File: config.mk
export PLATFORM = sky130hd
export DESIGN_NAME = burst_req_planner
export DESIGN_NICKNAME = d
export VERILOG_FILES = /design/src/rtl/bp_pkg.sv /design/src/rtl/bp_room_gate.sv /design/src/rtl/bp_span_limit.sv /design/src/rtl/bp_burst_pick.sv /design/src/rtl/bp_xfer_track.sv /design/src/rtl/burst_req_planner.sv
export SDC_FILE = /design/constraint.sdc
export NUM_CORES = 1
export LEC_CHECK = 0
export BUFFER_PORTS_ARGS = -buffer_cell sky130_fd_sc_hd__buf_2
export CAP_MARGIN = 30
export CELL_PAD_IN_SITES_DETAIL_PLACEMENT = 1
export CELL_PAD_IN_SITES_GLOBAL_PLACEMENT = 1
export CORE_ASPECT_RATIO = 0.75
export CORE_MARGIN = 4
export CORE_UTILIZATION = 33
export DETAILED_ROUTE_END_ITERATION = 7
export GPL_TIMING_DRIVEN = 0
export PLACE_DENSITY = 0.73
export SLEW_MARGIN = 5
export SYNTH_ARGS = -nofsm -noshare
export SYNTH_HDL_FRONTEND = slang
export SYNTH_SLANG_ARGS = --single-unit
File: constraint.sdc
create_clock -name clk -period 6.75 [get_ports clk]
set_clock_uncertainty 0.1 [all_clocks]
set_input_delay 0.675 -clock clk [delete_from_list [all_inputs] [get_ports clk]]
set_output_delay 0.675 -clock clk [all_outputs]
set_load 0.05 [all_outputs]
File: src/rtl/bp_pkg.sv
package bp_pkg;

    typedef enum logic [2:0] {
        HB_SINGLE = 3'b000,
        HB_INCR   = 3'b001,
        HB_INCR4  = 3'b011,
        HB_INCR8  = 3'b101,
        HB_INCR16 = 3'b111
    } hburst_e;

    typedef enum logic [1:0] {
        ST_IDLE      = 2'd0,
        ST_WAIT_ROOM = 2'd1,
        ST_OFFER     = 2'd2
    } plan_state_e;

    typedef struct packed {
        hburst_e    code;
        logic [4:0] beats;
    } burst_t;

    // Free words needed before a read may start
    function automatic logic [4:0] trigger_words(input logic [1:0] sel);
        case (sel)
            2'd0:    return 5'd1;
            2'd1:    return 5'd4;
            2'd2:    return 5'd8;
            default: return 5'd16;
        endcase
    endfunction

    // Longest burst the select allows
    function automatic logic [4:0] size_cap(input logic [1:0] sel);
        case (sel)
            2'd1:    return 5'd4;
            2'd2:    return 5'd8;
            default: return 5'd16;
        endcase
    endfunction

endpackage

File: src/rtl/bp_room_gate.sv
module bp_room_gate
    import bp_pkg::*;
#(
    parameter int FREE_W = 8
) (
    input  logic [FREE_W-1:0] fifo_free_i,
    input  logic [1:0]        blen_sel_i,
    output logic              room_ok_o
);
    // Threshold compare against the configured preferred size
    assign room_ok_o = (fifo_free_i >= FREE_W'(trigger_words(blen_sel_i)));
endmodule

File: src/rtl/bp_span_limit.sv
module bp_span_limit #(
    parameter int FREE_W = 8,
    parameter int CNT_W  = 16,
    parameter int OFF_W  = 8
) (
    input  logic [FREE_W-1:0] fifo_free_i,
    input  logic [CNT_W-1:0]  remain_i,
    input  logic [OFF_W-1:0]  word_off_i,
    output logic [4:0]        span_o
);
    localparam int BOUND_WORDS = 1 << OFF_W;

    logic [OFF_W:0] to_bound;
    logic [4:0]     free_s;
    logic [4:0]     rem_s;
    logic [4:0]     bnd_s;
    logic [4:0]     min_a;

    // Words left before the next boundary
    assign to_bound = (OFF_W+1)'(BOUND_WORDS) - {1'b0, word_off_i};

    // Each operand is saturated to 16, the longest burst
    assign free_s = (fifo_free_i >= FREE_W'(16)) ? 5'd16 : fifo_free_i[4:0];
    assign rem_s  = (remain_i >= CNT_W'(16))     ? 5'd16 : remain_i[4:0];
    assign bnd_s  = (to_bound >= (OFF_W+1)'(16)) ? 5'd16 : to_bound[4:0];

    assign min_a  = (free_s < rem_s) ? free_s : rem_s;
    assign span_o = (min_a < bnd_s) ? min_a : bnd_s;
endmodule

File: src/rtl/bp_burst_pick.sv
module bp_burst_pick
    import bp_pkg::*;
(
    input  logic [4:0] span_i,
    input  logic [1:0] blen_sel_i,
    input  logic       defined_only_i,
    output burst_t     burst_o
);
    logic [4:0] cap;
    logic [4:0] fit;

    assign cap = size_cap(blen_sel_i);
    assign fit = (span_i < cap) ? span_i : cap;

    // Largest allowed type that fits; remnants
    always_comb begin
        if (fit >= 5'd16) begin
            burst_o = '{code: HB_INCR16, beats: 5'd16};
        end else if (fit >= 5'd8) begin
            burst_o = '{code: HB_INCR8, beats: 5'd8};
        end else if (fit >= 5'd4) begin
            burst_o = '{code: HB_INCR4, beats: 5'd4};
        end else if ((fit >= 5'd2) && !defined_only_i) begin
            burst_o = '{code: HB_INCR, beats: fit};
        end else begin
            burst_o = '{code: HB_SINGLE, beats: 5'd1};
        end
    end
endmodule

File: src/rtl/bp_xfer_track.sv
module bp_xfer_track #(
    parameter int ADDR_W = 32,
    parameter int CNT_W  = 16
) (
    input  logic              clk,
    input  logic              rst_n,
    input  logic              load_i,
    input  logic [ADDR_W-1:0] base_addr_i,
    input  logic [CNT_W-1:0]  word_cnt_i,
    input  logic              advance_i,
    input  logic [4:0]        beats_i,
    output logic [ADDR_W-1:0] addr_o,
    output logic [CNT_W-1:0]  remain_o
);
    logic [ADDR_W-1:0] addr_q;
    logic [CNT_W-1:0]  rem_q;

    // Load on start, step forward on accept
    always_ff @(posedge clk) begin
        if (!rst_n) begin
            addr_q <= '0;
            rem_q  <= '0;
        end else if (load_i) begin
            addr_q <= base_addr_i;
            rem_q  <= word_cnt_i;
        end else if (advance_i) begin
            addr_q <= addr_q + ADDR_W'({beats_i, 2'b00});
            rem_q  <= rem_q - CNT_W'(beats_i);
        end
    end

    assign addr_o   = addr_q;
    assign remain_o = rem_q;
endmodule

File: src/rtl/burst_req_planner.sv
module burst_req_planner
    import bp_pkg::*;
#(
    parameter int ADDR_W      = 32,
    parameter int CNT_W       = 16,
    parameter int FREE_W      = 8,
    parameter int BOUND_BYTES = 1024
) (
    input  logic              clk,
    input  logic              rst_n,
    input  logic              start_i,
    input  logic [ADDR_W-1:0] base_addr_i,
    input  logic [CNT_W-1:0]  word_cnt_i,
    input  logic [FREE_W-1:0] fifo_free_i,
    input  logic [1:0]        blen_sel_i,
    input  logic              defined_only_i,
    input  logic              req_accept_i,
    output logic              req_valid_o,
    output logic [2:0]        req_hburst_o,
    output logic [4:0]        req_beats_o,
    output logic [ADDR_W-1:0] req_addr_o
);
    localparam int BOUND_WORDS = BOUND_BYTES / 4;
    localparam int OFF_W       = $clog2(BOUND_WORDS);

    plan_state_e       state_q, state_d;
    burst_t            burst_q;
    burst_t            pick;
    logic              room_ok;
    logic [4:0]        span;
    logic [ADDR_W-1:0] cur_addr;
    logic [CNT_W-1:0]  remain;
    logic              load_en;
    logic              advance_en;
    logic              last_burst;
    logic              cnt_nonzero;

    // Start is honoured outside ST_OFFER only
    assign load_en     = start_i && (state_q != ST_OFFER);
    assign advance_en  = (state_q == ST_OFFER) && req_accept_i;
    assign last_burst  = (remain == CNT_W'(burst_q.beats));
    assign cnt_nonzero = (word_cnt_i != '0);

    bp_room_gate #(.FREE_W(FREE_W)) u_gate (
        .fifo_free_i (fifo_free_i),
        .blen_sel_i  (blen_sel_i),
        .room_ok_o   (room_ok)
    );

    bp_span_limit #(.FREE_W(FREE_W), .CNT_W(CNT_W), .OFF_W(OFF_W)) u_span (
        .fifo_free_i (fifo_free_i),
        .remain_i    (remain),
        .word_off_i  (cur_addr[OFF_W+1:2]),
        .span_o      (span)
    );

    bp_burst_pick u_pick (
        .span_i         (span),
        .blen_sel_i     (blen_sel_i),
        .defined_only_i (defined_only_i),
        .burst_o        (pick)
    );

    bp_xfer_track #(.ADDR_W(ADDR_W), .CNT_W(CNT_W)) u_track (
        .clk         (clk),
        .rst_n       (rst_n),
        .load_i      (load_en),
        .base_addr_i (base_addr_i),
        .word_cnt_i  (word_cnt_i),
        .advance_i   (advance_en),
        .beats_i     (burst_q.beats),
        .addr_o      (cur_addr),
        .remain_o    (remain)
    );

    // State register
    always_ff @(posedge clk) begin
        if (!rst_n) begin
            state_q <= ST_IDLE;
        end else begin
            state_q <= state_d;
        end
    end

    // Transitions
    always_comb begin
        state_d = state_q;
        unique case (state_q)
            ST_IDLE: begin
                if (start_i && cnt_nonzero) begin
                    state_d = ST_WAIT_ROOM;
                end
            end
            ST_WAIT_ROOM: begin
                if (start_i) begin
                    state_d = cnt_nonzero ? ST_WAIT_ROOM : ST_IDLE;
                end else if (room_ok) begin
                    state_d = ST_OFFER;
                end
            end
            ST_OFFER: begin
                if (req_accept_i) begin
                    state_d = last_burst ? ST_IDLE : ST_WAIT_ROOM;
                end
            end
            default: state_d = ST_IDLE;
        endcase
    end

    // Output register: the decision is frozen on entry to ST_OFFER
    always_ff @(posedge clk) begin
        if (!rst_n) begin
            burst_q <= '{code: HB_SINGLE, beats: 5'd0};
        end else if ((state_q == ST_WAIT_ROOM) && (state_d == ST_OFFER)) begin
            burst_q <= pick;
        end
    end

    assign req_valid_o  = (state_q == ST_OFFER);
    assign req_hburst_o = burst_q.code;
    assign req_beats_o  = burst_q.beats;
    assign req_addr_o   = cur_addr;
endmodule

Yosys cells after proc, flatten, opt, wreduce, memory -nomap -nowiden
Cells that the tools add are included.
- reductions and logical operators: 10
- $lt $le $gt $ge: 11
- eq/ne operators: 7
- add/sub/neg operators: 3
- muxes and demuxes: 23
- operators with widths (operator ; count):
    $mux W32 ; 2
    $add A32 B7 Y32 ; 1
    $mux W16 ; 2
    $mux W5 ; 6
    $mux W8 ; 3
    $eq A16 B5 Y1 ; 1
    $ge A16 B5 Y1 const B ; 1
    $reduce_bool A16 Y1 ; 1
    $sub A16 B5 Y16 ; 1
    $lt A5 B5 Y1 ; 3
    $pmux W5 S3 ; 1
    $pmux W5 S2 ; 1
    $ge A9 B5 Y1 const B ; 1
    $sub A9 B8 Y9 const A ; 1
    $ge A8 B5 Y1 ; 1
    $ge A8 B5 Y1 const B ; 1
    $mux W2 ; 4
    $eq A2 B2 Y1 const B ; 3
    $mux W6 ; 1
    $pmux W2 S3 ; 1
    $ge A5 B2 Y1 const B ; 1
    $ge A5 B3 Y1 const B ; 1
    $ge A5 B4 Y1 const B ; 1
    $ge A5 B5 Y1 const B ; 1
    other kinds (7) ; 14
- flip-flop bits (word level): 58
- input port bits: 63
- output and inout bits: 41
- word-level logic and storage cells: 59

Logic depth before layout (Yosys ltp)
- depth in word-level cells: 14
- depth in mapped cells: 28
- depth with buffers taken out: 27

Cells and area by module
From an unflattened synthesis, not the netlist that was laid out.
- cell total of the unflattened synthesis: 552
- area total of the unflattened synthesis: 4485.6 um2
- modules (own cells, without submodules) (module ; sequential area each (um2) ; cells each ; times used ; area each (um2)):
    bp_xfer_track ; 960.9 ; 373 ; 1 ; 2997.9
    bp_span_limit ; 0.0 ; 75 ; 1 ; 598.1
    burst_req_planner ; 200.2 ; 55 ; 1 ; 524.3
    bp_burst_pick ; 0.0 ; 34 ; 1 ; 255.2
    bp_room_gate ; 0.0 ; 15 ; 1 ; 110.1

Least setup slack after synthesis
No wires, ideal clock.
- path kind: flip-flop to flip-flop
- start point: register u_track.rem_q[8], in the netlist u_track.remain_o[8]
- end point: register burst_q (netlist bit req_beats_o[2])
- cell stages (with the launch flop): 29
- clock period less this slack: 6.558 ns
- path buffers: 1
- library setup time: 0.070 ns
- arrival: 6.387 ns
- setup slack: 0.192 ns
- required time: 6.580 ns
- path through: dfxtp_1 > or4_4 > or2_4 > or3_4 > inv_4 > nand2_1 > ha_1 > a211oi_1 > o21bai_1 > a21o_1 > a22oi_1 > o22ai_1 > ha_1 > nand3_1 > o21bai_1 > o211ai_1 > a21o_2 > or2_2 > buf_6 > nor2_1 > a21oi_1 > ha_1 > a21o_1 > or2_2 > nor4_1 > a211oi_4 > mux2_4 > or4_1 > a21oi_1
- longest elaborated chain between the ends: 14
- elaborated cells on any way between the ends: 23
- classes of those cells: order compare: 8; eq/ne: 2; mux: 11; reduce/logical: 2
- RTL lines (element ; line ; RTL):
    from (decl) ; bp_xfer_track.sv:16 ; logic [CNT_W-1:0] rem_q;
    from (signal assigned) ; bp_xfer_track.sv:25 ; rem_q <= word_cnt_i;
    from (signal assigned) ; bp_xfer_track.sv:28 ; rem_q <= rem_q - CNT_W'(beats_i);
    $ge A16 B5 Y1 ; bp_span_limit.sv:24 ; assign rem_s = (remain_i >= CNT_W'(16)) ? 5'd16 : remain_i[4:0];
    $mux W5 ; bp_span_limit.sv:24 ;
    $lt A5 B5 Y1 ; bp_span_limit.sv:27 ; assign min_a = (free_s < rem_s) ? free_s : rem_s;
    $mux W5 ; bp_span_limit.sv:27 ;
    $lt A5 B5 Y1 ; bp_span_limit.sv:28 ; assign span_o = (min_a < bnd_s) ? min_a : bnd_s;
    $mux W5 ; bp_span_limit.sv:28 ;
    $lt A5 B5 Y1 ; bp_burst_pick.sv:13 ; assign fit = (span_i < cap) ? span_i : cap;
    $mux W5 ; bp_burst_pick.sv:13 ;
    $ge A5 B2 Y1 ; bp_burst_pick.sv:23 ; end else if ((fit >= 5'd2) && !defined_only_i) begin
    $logic_and A1 B1 Y1 ; bp_burst_pick.sv:23 ;
    $mux W6 ; bp_burst_pick.sv:23 ;
    $mux W8 ; bp_burst_pick.sv:21 ; end else if (fit >= 5'd4) begin
    $mux W8 ; bp_burst_pick.sv:19 ; end else if (fit >= 5'd8) begin
    $mux W8 ; bp_burst_pick.sv:17 ; if (fit >= 5'd16) begin
    to (signal assigned) ; burst_req_planner.sv:113 ; burst_q <= '{code: HB_SINGLE, beats: 5'd0};
    to (signal assigned) ; burst_req_planner.sv:115 ; burst_q <= pick;
    to (decl) ; burst_req_planner.sv:27 ; burst_t burst_q;
Several ways; a longest one is shown, not always the timed one.
A chain may end at the register's enable or synchronous reset.

Worst setup path after layout
- start point: register u_track.rem_q[9], in the netlist u_track.remain_o[9]
- end point: register burst_q (netlist bit req_hburst_o[0])
The elaborated chain is that of the path after synthesis.

==> metrics.yaml <==
area_delta_synth_final_pct: 30.82
drv_cap: 0
final_common_cell: "buf_2"
ir_drop_mv: 0.08192
slew_headroom_pct: 30.10
power_mw: 1.178
routedWlPerCell_um: 19.41
ys_seq_area_share_pct: 28.23
end_kind: "flip-flop"
clock_sink_count: 58
worstMarginPinSlew_ns: 1.034
reg2regPathDepth: 27
arrival_ns: 6.64
rrSetupSlack_ns: 0.24
port_buffers: 103
internal_power_uw: 786.5
die_h_um: 104.7
min_period_ns: 6.509
grt_overflow_total: 0
clock_latency_ns: 0.34
antenna_found_initial: 0
netSwitchingFraction_pct: 33.21
synth_flop_cell: "dfxtp_1"
syn_area_mm2: 0.004113
drive_gt1_share_pct: 25.70
synth_cell_types: 68
comb_power_share_pct: 27.0
syn_area_per_cell_um2: 7.546
yosysWarnings: 0
cts_tree: "built"
rows: 35
p_seq_share_pct: 33.1
timing.fmax_mhz: 153.6
antenna_cells: 0
fin_nets: 767
first_global_vias: 4958
setup_tns_ns: 0
muxShareOfSynthArea_pct: 1.095
drtPass1Iterations: 5
crit_fanout: 8
outcome: "completed"
hold_depth: 2
vias: 4729
p_per_area_mw_per_mm2: 218.9
wl_um: 16360
grt_pass1_wl_um: 25660
grt_util_all_layers_pct: 22.60
dpl.hpwl_um: 12360
cts.reportedPaths.clkPinSlew_ns: 0.05
syn_inst: 545
final_cell_mix: "buf_2, a21oi_1, dfxtp_1"
clkPwrFrac_pct: 39.9
final_core_util_pct: 44.03
nFillCells: 1523
setup_violations: 0
synth_compound_area_share_pct: 28.69
start_util_pct: 33.66
antenna_left: 0
clock_path_buffers: 2
ios: 104
ys_seq_elements: 58
p_switching_uw: 391.0
startpoint_type: "flip-flop"
htree_levels: 3
yosys.area_share.simple_pct: 24.67
fin_cells: 843
cp.required_ns: 6.88
rsz0062_at_grt: "false"
via_per_inst: 5.610
die_w_um: 136.9
finalHoldViolations: 0
drcViolationCount: 0
grt_max_degree: 11
worst-setup-path-type: "reg -> reg"
syn_nets: 640
synth-xor-area-share_pct: 1.491
dieArea_mm2: 0.01433
synth_top_family_by_area: "compound AO/OA/AOI/OAI gates"
period_share_pct: 96.42
gp_congestion: 0.8496
first_iter_violations: 237
async_reset_ff_share_pct: 0
p_leak_nw: 2.302
synth_edf_count: 0
coreArea_mm2: 0.01222
synthAdderAreaFrac_pct: 10.10
numCtsBuffers: 9
worstHoldPathType: "reg -> reg"
drv_slew: 0
place_inst: 814
clock_tree.root_cell: "clkbuf_16"
[worst max-delay path: stages (launching register included)]
cell and delay (ns):
dfxtp_4 0.35, or4_4 0.56, or2_4 0.26, or3_4 0.39
inv_4 0.10, nand2_2 0.07, ha_4 0.26, a211oi_4 0.26
o21bai_2 0.14, a21o_1 0.23, a22oi_2 0.23, o22ai_2 0.13
ha_1 0.31, nand3_2 0.07, o21bai_1 0.10, o211ai_1 0.13
o22a_2 0.25, or2_4 0.31, nor2_4 0.09, a21oi_2 0.05
ha_1 0.30, a21o_1 0.15, or2_4 0.14, and2b_1 0.20
a211oi_4 0.29, mux2_4 0.36, nand4b_1 0.26, o221a_1 0.29
[timing repair]
item	CTS	global route
setup buffers	5	9
resized for setup	16	15
cloned	0	0
hold buffers	0	0
pin swaps	5	23
endpoints found under the setup margin	7	6
[logic make-up after synthesis]
| logic type | Yosys count |
|---|---|
| DFF | 58 |
| muxes | 4 |
| AOI/OAI and AO/OA | 183 |
| and+or+nand+nor | 203 |
| buffers and inverters | 58 |
| xor gates and xnor gates | 7 |
| adders and majority gates | 32 |
[per-layer routing]
| layer | up-vias | part of all wire [%] | wire length [um] | global-route usage (%) |
|---|---|---|---|---|
| li1 | 2257 | - | - | - |
| met1 | 2299 | 46 | 7607 | 31.14 |
| met2 | 148 | 46 | 7492 | 35.72 |
| met3 | 25 | 6.2 | 1013 | 5.053 |
| met4 | 0 | 1.5 | 248 | 5.698 |
| met5 | - | 0 | 0 | 0 |
[registers in the layout (all words and copies together) (netlist names)]
signal and cells:
req_beats_o 5, req_hburst_o 3, state_q 2, u_track.addr_o 32
u_track.remain_o 16
[Yosys cell counts, types with 3 or more instances]
| cell type | count | area (um2) |
|---|---|---|
| or2_2 | 4 | 25.02 |
| dfxtp_1 | 58 | 1161 |
| a22oi_1 | 8 | 60.06 |
| nand2_1 | 55 | 206.5 |
| or4_1 | 3 | 22.52 |
| clkbuf_1 | 25 | 93.84 |
| xnor2_1 | 3 | 26.28 |
| and2_1 | 4 | 25.02 |
| inv_1 | 29 | 108.9 |
| or3_1 | 3 | 18.77 |
| o22ai_1 | 3 | 18.77 |
| nand2b_1 | 8 | 50.05 |
| ha_1 | 30 | 375.4 |
| a21oi_1 | 70 | 350.3 |
| o211ai_1 | 9 | 67.56 |
| nand3_1 | 15 | 75.07 |
| mux2i_1 | 3 | 30.03 |
| o21ai_0 | 33 | 165.2 |
| nor3_1 | 21 | 105.1 |
| nor4_1 | 12 | 75.07 |
| a31oi_1 | 6 | 37.54 |
| xor2_1 | 4 | 35.03 |
| o311ai_0 | 3 | 26.28 |
| and3_1 | 4 | 25.02 |
| nor2b_1 | 5 | 31.28 |
| a32oi_1 | 3 | 26.28 |
| a21o_1 | 9 | 67.56 |
| a221oi_1 | 12 | 105.1 |
| nand4_1 | 5 | 31.28 |
| a211oi_1 | 3 | 22.52 |
| o21bai_1 | 3 | 22.52 |
| nor2_1 | 48 | 180.2 |
[area by class of cell]
cell class	count	area, um2	share of cell area [%]
Multi-Input combinational cell	429	2863	53.21
Tap cell	166	207.7	3.860
Sequential cell	58	1166	21.67
Clock buffer	14	264.0	4.907
Clock inverter	2	35.03	0.6512
Inverter	31	118.9	2.209
Buffer	26	105.1	1.953
Timing Repair Buffer	117	620.6	11.53
[metrics by stage]
| stage | setup slack (ns) | hold WS [ns] | instance area [um2] |
|---|---|---|---|
| 6_report | 0.2414 | 0.3633 | 5380 |
| 5_1_grt | 0.009979 | 0.3952 | 5380 |
| 4_1_cts | 0.01800 | 0.3666 | 5244 |
| 3_5_place_dp | -0.4969 | 0.3586 | 4836 |
| 3_3_place_gp | -0.2807 | 0.3432 | 4836 |
| 2_1_floorplan | 0.1921 | 0.3621 | 4113 |
[final timing paths]
check | from | end
hold reg to reg | u_track.addr_o[1] | u_track.addr_o[1]
setup / recovery | u_track.remain_o[9] | req_hburst_o[0]
setup reg to reg | u_track.remain_o[9] | req_hburst_o[0]
hold / removal | u_track.addr_o[1] | u_track.addr_o[1]
[power groups by stage]
stage	sequential, mW	clock [mW]	combinational [mW]
floorplan	0.436	0	0.155
global placement	0.395	0	0.275
detailed placement	0.396	0	0.287
CTS	0.389	0.477	0.301
global route	0.393	0.490	0.346
finish	0.390	0.469	0.318
(Power assumes the default switching activity.)
